## src/rtl/hsd_pkg.sv

```systemverilog
package hsd_pkg;

    localparam int NUM_OUT = 4;
    localparam int NUM_ALT = 3;
    localparam int NUM_DIR = 3;

    typedef enum int {
        OUT_IRQ1  = 0,
        OUT_IRQ11 = 1,
        OUT_IRQ12 = 2,
        OUT_GA20  = 3
    } out_idx_e;

    typedef enum int {
        ALT_IRQ11_PAD = 0,
        ALT_IRQ12_PAD = 1,
        ALT_CS2B_PAD  = 2
    } alt_idx_e;

    typedef struct packed {
        logic               single_chip;
        logic               host_en;
        logic               sd_en;
        logic               cs2_en;
        logic               ga20_en;
        logic [NUM_DIR-1:0] dir;
    } hsd_cfg_t;

    typedef struct packed {
        logic               slave;
        logic               sd_allowed;
        logic [NUM_OUT-1:0] out_sel;
        logic [NUM_ALT-1:0] alt_sel;
        logic               cs2a_sel;
        logic               cs2b_sel;
    } hsd_sel_t;

    typedef struct packed {
        logic cs1_n;
        logic rd_n;
        logic wr_n;
        logic a0;
    } hsd_ctl_t;

    function automatic logic hold_high(input logic sel, input logic sd, input logic lvl);
        return (sel & sd) | lvl;
    endfunction

endpackage

```

## src/rtl/hsd_sync.sv

```systemverilog
module hsd_sync #(
    parameter int SYNC_STAGES = 2,
    parameter int HOLD_STAGES = 2
) (
    input  logic clk,
    input  logic rst,
    input  logic pad_n,
    output logic low_q
);
    localparam int TOTAL = SYNC_STAGES + HOLD_STAGES;

    logic [TOTAL-1:0] chain_q;

    always_ff @(posedge clk) begin
        if (rst) chain_q <= '1;
        else     chain_q <= {chain_q[TOTAL-2:0], pad_n};
    end

    assign low_q = ~chain_q[TOTAL-1];
endmodule

```

## src/rtl/hsd_select.sv

```systemverilog
module hsd_select
    import hsd_pkg::*;
(
    input  logic     clk,
    input  logic     rst,
    input  hsd_cfg_t cfg,
    output hsd_sel_t sel
);
    always_comb begin
        sel.slave      = cfg.single_chip & cfg.host_en;
        sel.sd_allowed = sel.slave & cfg.sd_en;
        sel.out_sel[OUT_IRQ1]  = sel.slave & cfg.dir[0];
        sel.out_sel[OUT_IRQ11] = sel.slave & cfg.cs2_en & cfg.dir[1];
        sel.out_sel[OUT_IRQ12] = sel.slave & cfg.dir[2];
        sel.out_sel[OUT_GA20]  = sel.slave & cfg.ga20_en;
        sel.cs2a_sel = cfg.cs2_en & ~cfg.ga20_en;
        sel.cs2b_sel = cfg.cs2_en & cfg.ga20_en;
        sel.alt_sel[ALT_IRQ11_PAD] = sel.out_sel[OUT_IRQ11];
        sel.alt_sel[ALT_IRQ12_PAD] = sel.out_sel[OUT_IRQ12];
        sel.alt_sel[ALT_CS2B_PAD]  = sel.slave & sel.cs2b_sel;
    end


    cs2_src_onehot_chk: assert property (@(posedge clk) disable iff (rst)
        $onehot0({sel.cs2a_sel, sel.cs2b_sel}));
endmodule

```

## src/rtl/hsd_gate.sv

```systemverilog
module hsd_gate
    import hsd_pkg::*;
#(
    parameter int DB_W = 8
) (
    input  logic               clk,
    input  logic               rst,
    input  hsd_sel_t           sel,
    input  logic               sd_act,
    input  logic [NUM_OUT-1:0] hp_out_o,
    input  logic [NUM_OUT-1:0] hp_out_oe,
    input  logic [DB_W-1:0]    hp_db_o,
    input  logic               hp_db_oe,
    output logic [NUM_OUT-1:0] pad_out_oe,
    output logic [NUM_OUT-1:0] pad_out_o,
    output logic [DB_W-1:0]    pad_db_oe,
    output logic [DB_W-1:0]    pad_db_o,
    input  hsd_ctl_t           pad_ctl,
    input  logic               pad_cs2a_n,
    input  logic [DB_W-1:0]    pad_db_i,
    input  logic [NUM_ALT-1:0] pad_shared_i,
    output hsd_ctl_t           hp_ctl,
    output logic               hp_cs2_n,
    output logic [DB_W-1:0]    hp_db_i,
    output logic [NUM_ALT-1:0] alt_in_o
);
    for (genvar i = 0; i < NUM_OUT; i++) begin : g_out
        assign pad_out_oe[i] = sel.out_sel[i] & ~sd_act & hp_out_oe[i];
        assign pad_out_o[i]  = hp_out_o[i];
    end

    for (genvar k = 0; k < NUM_ALT; k++) begin : g_alt
        assign alt_in_o[k] = hold_high(sel.alt_sel[k], sd_act, pad_shared_i[k]);
    end

    for (genvar b = 0; b < DB_W; b++) begin : g_db
        assign pad_db_oe[b] = sel.slave & ~sd_act & hp_db_oe;
        assign pad_db_o[b]  = hp_db_o[b];
        assign hp_db_i[b]   = hold_high(sel.slave, sd_act, pad_db_i[b]);
    end

    always_comb begin
        hp_ctl.cs1_n = hold_high(sel.slave, sd_act, pad_ctl.cs1_n);
        hp_ctl.rd_n  = hold_high(sel.slave, sd_act, pad_ctl.rd_n);
        hp_ctl.wr_n  = hold_high(sel.slave, sd_act, pad_ctl.wr_n);
        hp_ctl.a0    = hold_high(sel.slave, sd_act, pad_ctl.a0);
        if (sel.cs2a_sel)      hp_cs2_n = hold_high(1'b1, sd_act, pad_cs2a_n);
        else if (sel.cs2b_sel) hp_cs2_n = hold_high(1'b1, sd_act, pad_shared_i[ALT_CS2B_PAD]);
        else                   hp_cs2_n = 1'b1;
    end


    out_oe_quiet_chk: assert property (@(posedge clk) disable iff (rst)
        sd_act |-> (pad_out_oe == '0));

    out_oe_bounded_chk: assert property (@(posedge clk) disable iff (rst)
        (pad_out_oe & ~hp_out_oe) == '0);

    db_oe_quiet_chk: assert property (@(posedge clk) disable iff (rst)
        sd_act |-> (pad_db_oe == '0));

    inputs_high_chk: assert property (@(posedge clk) disable iff (rst)
        sd_act |-> (hp_ctl.cs1_n & hp_ctl.rd_n & hp_ctl.wr_n & hp_ctl.a0 & (&hp_db_i) & hp_cs2_n));
endmodule

```

## src/rtl/hsd_top.sv

```systemverilog
module hsd_top
    import hsd_pkg::*;
#(
    parameter int DB_W        = 8,
    parameter int SYNC_STAGES = 2,
    parameter int HOLD_STAGES = 2
) (
    input  logic               clk,
    input  logic               rst,
    input  logic               cfg_single_chip,
    input  logic               cfg_host_en,
    input  logic               cfg_sd_en,
    input  logic               cfg_cs2_en,
    input  logic               cfg_ga20_en,
    input  logic [2:0]         cfg_dir,
    input  logic               sd_pad_n,
    input  logic [3:0]         hp_out_o,
    input  logic [3:0]         hp_out_oe,
    input  logic [DB_W-1:0]    hp_db_o,
    input  logic               hp_db_oe,
    output logic [3:0]         pad_out_oe,
    output logic [3:0]         pad_out_o,
    output logic [DB_W-1:0]    pad_db_oe,
    output logic [DB_W-1:0]    pad_db_o,
    input  logic               pad_cs1_n,
    input  logic               pad_cs2a_n,
    input  logic               pad_rd_n,
    input  logic               pad_wr_n,
    input  logic               pad_a0,
    input  logic [DB_W-1:0]    pad_db_i,
    input  logic [2:0]         pad_shared_i,
    output logic               hp_cs1_n,
    output logic               hp_cs2_n,
    output logic               hp_rd_n,
    output logic               hp_wr_n,
    output logic               hp_a0,
    output logic [DB_W-1:0]    hp_db_i,
    output logic [2:0]         alt_in_o
);
    hsd_cfg_t cfg;
    hsd_sel_t sel;
    hsd_ctl_t pad_ctl;
    hsd_ctl_t hp_ctl;
    logic     pad_low_q;
    logic     sd_act;

    assign cfg = '{single_chip: cfg_single_chip, host_en: cfg_host_en, sd_en: cfg_sd_en,
                   cs2_en: cfg_cs2_en, ga20_en: cfg_ga20_en, dir: cfg_dir};
    assign pad_ctl = '{cs1_n: pad_cs1_n, rd_n: pad_rd_n, wr_n: pad_wr_n, a0: pad_a0};

    hsd_sync #(.SYNC_STAGES(SYNC_STAGES), .HOLD_STAGES(HOLD_STAGES)) u_sync (
        .clk(clk), .rst(rst), .pad_n(sd_pad_n), .low_q(pad_low_q));

    hsd_select u_sel (.clk(clk), .rst(rst), .cfg(cfg), .sel(sel));

    assign sd_act = sel.sd_allowed & pad_low_q;

    hsd_gate #(.DB_W(DB_W)) u_gate (
        .clk(clk), .rst(rst), .sel(sel), .sd_act(sd_act),
        .hp_out_o(hp_out_o), .hp_out_oe(hp_out_oe), .hp_db_o(hp_db_o), .hp_db_oe(hp_db_oe),
        .pad_out_oe(pad_out_oe), .pad_out_o(pad_out_o), .pad_db_oe(pad_db_oe), .pad_db_o(pad_db_o),
        .pad_ctl(pad_ctl), .pad_cs2a_n(pad_cs2a_n), .pad_db_i(pad_db_i), .pad_shared_i(pad_shared_i),
        .hp_ctl(hp_ctl), .hp_cs2_n(hp_cs2_n), .hp_db_i(hp_db_i), .alt_in_o(alt_in_o));

    assign hp_cs1_n = hp_ctl.cs1_n;
    assign hp_rd_n  = hp_ctl.rd_n;
    assign hp_wr_n  = hp_ctl.wr_n;
    assign hp_a0    = hp_ctl.a0;


    sd_gated_off_chk: assert property (@(posedge clk) disable iff (rst)
        !(cfg_single_chip && cfg_host_en && cfg_sd_en) |-> (pad_out_oe == (hp_out_oe & sel.out_sel)));

    cs2_idle_chk: assert property (@(posedge clk) disable iff (rst)
        !cfg_cs2_en |-> hp_cs2_n);

    reset_release_chk: assert property (@(posedge clk) disable iff (rst)
        $fell(rst) |-> !sd_act);
endmodule

```

## config.mk

```make
export PLATFORM = sky130hd
export DESIGN_NAME = hsd_top
export DESIGN_NICKNAME = d
export VERILOG_FILES = /design/src/rtl/hsd_pkg.sv /design/src/rtl/hsd_sync.sv /design/src/rtl/hsd_select.sv /design/src/rtl/hsd_gate.sv /design/src/rtl/hsd_top.sv
export SDC_FILE = /design/constraint.sdc
export NUM_CORES = 1
export LEC_CHECK = 0
export ABC_AREA = 1
export BUFFER_PORTS_ARGS = -buffer_cell sky130_fd_sc_hd__buf_2
export CAP_MARGIN = 10
export CORE_ASPECT_RATIO = 0.8
export CORE_UTILIZATION = 27
export CTS_CLUSTER_DIAMETER = 40
export DETAILED_ROUTE_END_ITERATION = 10
export PLACE_DENSITY_LB_ADDON = 0.2
export SYNTH_ARGS = -nofsm -noshare
export SYNTH_HDL_FRONTEND = slang
export SYNTH_SLANG_ARGS = --single-unit
```

## constraint.sdc

```tcl
create_clock -name clk -period 2.01 [get_ports clk]
set_input_delay 0.603 -clock clk [delete_from_list [all_inputs] [get_ports clk]]
set_output_delay 0.603 -clock clk [all_outputs]
set_load 0.05 [all_outputs]
```

==> metrics <==
Worst-Margin Slew=256.7 ps; Pwr Density=492.4 nW/µm²; R2R Path End=u_sync.chain_q[2]$_SDFF_PP1_; clock buffer depth=2; Power Total=0.3666 mW; Setup WS pre-CTS=11.64 ps; first-pass GRT wire length=1476 µm; via count=576; CTS clk-pin slew, worst paths=40 ps; HP Class=flip-flop to flip-flop; Clock Latency Late Sink=230 ps; Core Area=1692 µm²; Total Wirelength=1160 µm; Synth Cell Area=510.5 µm²; max-capacitance violation count=0; Post-Syn Nets=133; sequential power share=22.7%; Min Hold Slack=404.2 ps; Seq/Total Area, Yosys=15.69%; layout cells sized above 1=55.73%; CTS tree=done; Distinct cells, synth=11; Top Ports=84; TritonCTS Buffers=3; Post-Route Skew=1.187 ps; TritonRoute pass-1 iters=3; max reg flops=4; Crit Path Class=primary input to output pin; Yosys reg bits=4; Starting Density=30.18%; worst reg-to-reg setup slack=1340 ps; final hold viol count=0; vias in the first global route=375; Worst Hold Path EP=u_sync.chain_q[2]$_SDFF_PP1_; worst vdd ir=396.5 µV; combinational share of power=50.5%; Cell Rows=13; Detailed Place HPWL=978.4 µm; area post-placement=699.4 µm²; design area=744.5 µm²; Avg Vias per Cell=3.765; post-cts resize count=0; Avg Inst Size Synth=5.736 µm²; Setup Fix Bufs, Post-CTS=0; Final period util=98.14%; final std cells w/o fill=153; status=complete, no violations; crit path max fanout=8; placed cell count=150; Tmin final=1973 ps; FMAX=506.9 MHz; GRT overflow=0; DIE HEIGHT=40.89 µm; Int Power=0.2042 mW; initial DRC count=3; Die Width=50.62 µm; largest net degree at the start of global routing=14; Final Slew Violations=0; Syn Inst Count=89; initial antenna violation count=0; clock power share=26.8%; Arr. time, crit path=1370 ps; warnings from Yosys=0; clock tree root buffer cell=clkbuf_4; Worst Min Path Start=u_sync.chain_q[1]$_SDFF_PP1_; RSZ-0062 raised after global routing=yes; setup ws final=37.41 ps; Avg WL per Cell=7.582 µm; Hold Path Stages=1; Reg-to-Reg Start=u_sync.chain_q[1]$_SDFF_PP1_; Startpoint Class=primary input; overall routing resource usage=9.630%; static leakage=0.5365 nW; Post-DRT Antenna Nets=0; die area=2070 µm²; PortBufs=59; DR DRC count=0; Area Growth Syn to Fin=45.83%; routability cong.=0.6468; Clock Sinks=4; final setup fails=0; ANT cells=0; Layout Nets=177; post-route setup TNS=0 ps; # hold bufs at CTS=0; Top reg by flops=u_sync.chain_q; biggest regs=u_sync.chain_q x4; Max-slew headroom=83.00%; R2R depth=1; Final Util=44.01%; sw power=0.1623 mW; H-Tree Depth=1; critical path endpoint category=output pin; Switching Fraction=44.29%; Worst Path Required=1410 ps
-- per-layer routing --
layer	track usage (%)	part of all wire [%]	routed length [µm]	vias to the layer above
met5	0	0	0	-
li1	-	-	-	315
met4	2.083	0.52	6	0
met1	12.47	43	496	232
met2	13.67	48	551	25
met3	5.556	9.1	106	4
-- synthesized netlist by cell type --
library cell	number	area share, %
or2_2	4	4.9
nand2_4	1	2.2
buf_4	19	28
buf_6	1	2.2
nor2_1	6	4.4
nor2_4	1	2.2
dfxtp_1	4	16
nand3b_1	1	1.5
nand3_1	3	2.9
inv_1	22	16
nand2_1	27	20
-- final cells by class --
| type | count | area, µm² |
|---|---|---|
| inverters | 22 | 82.58 |
| clock buffers | 3 | 22.52 |
| well taps | 22 | 27.53 |
| repair buffers | 59 | 317.8 |
| fillers | 189 | 947.2 |
| flip-flops and latches | 4 | 80.08 |
| multi-input cells | 43 | 214.0 |
-- power by group through the flow --
stage / Combinational [mW] / Sequential, mW / Clock, mW
after floorplan: 0.198 / 0.0843 / 0
after global placement: 0.182 / 0.0844 / 0
after detailed placement: 0.183 / 0.0845 / 0
final: 0.185 / 0.0833 / 0.0982
after CTS: 0.183 / 0.0833 / 0.104
after global routing: 0.199 / 0.0835 / 0.109
-- layout by cell type (no fill, tap or decap) --
| cell | count |
|---|---|
| buf_2 | 50 |
| nand2_1 | 25 |
| inv_1 | 21 |
| clkbuf_4 | 12 |
| nor2_1 | 4 |
| or2_2 | 4 |
| dfxtp_1 | 4 |
| nand3_1 | 3 |
| nand2_4 | 2 |
| nor2_4 | 2 |
| nand2_2 | 1 |
| inv_2 | 1 |
| nor2_2 | 1 |
| nand3b_1 | 1 |
-- worst max path at each step --
stage | from | endpoint | slack, ps | cells past startpoint
finish | cfg_single_chip | pad_db_oe[0] | 40 | 6
global route | cfg_single_chip | pad_db_oe[1] | -40 | 6
CTS | cfg_single_chip | pad_db_oe[0] | 10 | 6
detailed placement | cfg_single_chip | pad_db_oe[0] | 10 | 6
global placement | cfg_single_chip | pad_db_oe[1] | 40 | 6
floorplan | cfg_single_chip | pad_out_oe[0] | -70 | 4
-- kinds of logic (layout without fill, tap and decap cells) --
logic type             count (synthesis)  after routing  synth area share (%)
DFF                                    4              4                 15.69
and+or+nand+nor                       43             43                 37.99
buffers and inverters                 42             84                 46.32
-- critical path, stage by stage --
cell and delay (ps):
buf_2 80, nand2_2 60, inv_2 110, nand2_4 80
nor2_4 170, clkbuf_4 260
Note: power is estimated with default switching activity, not from simulation.
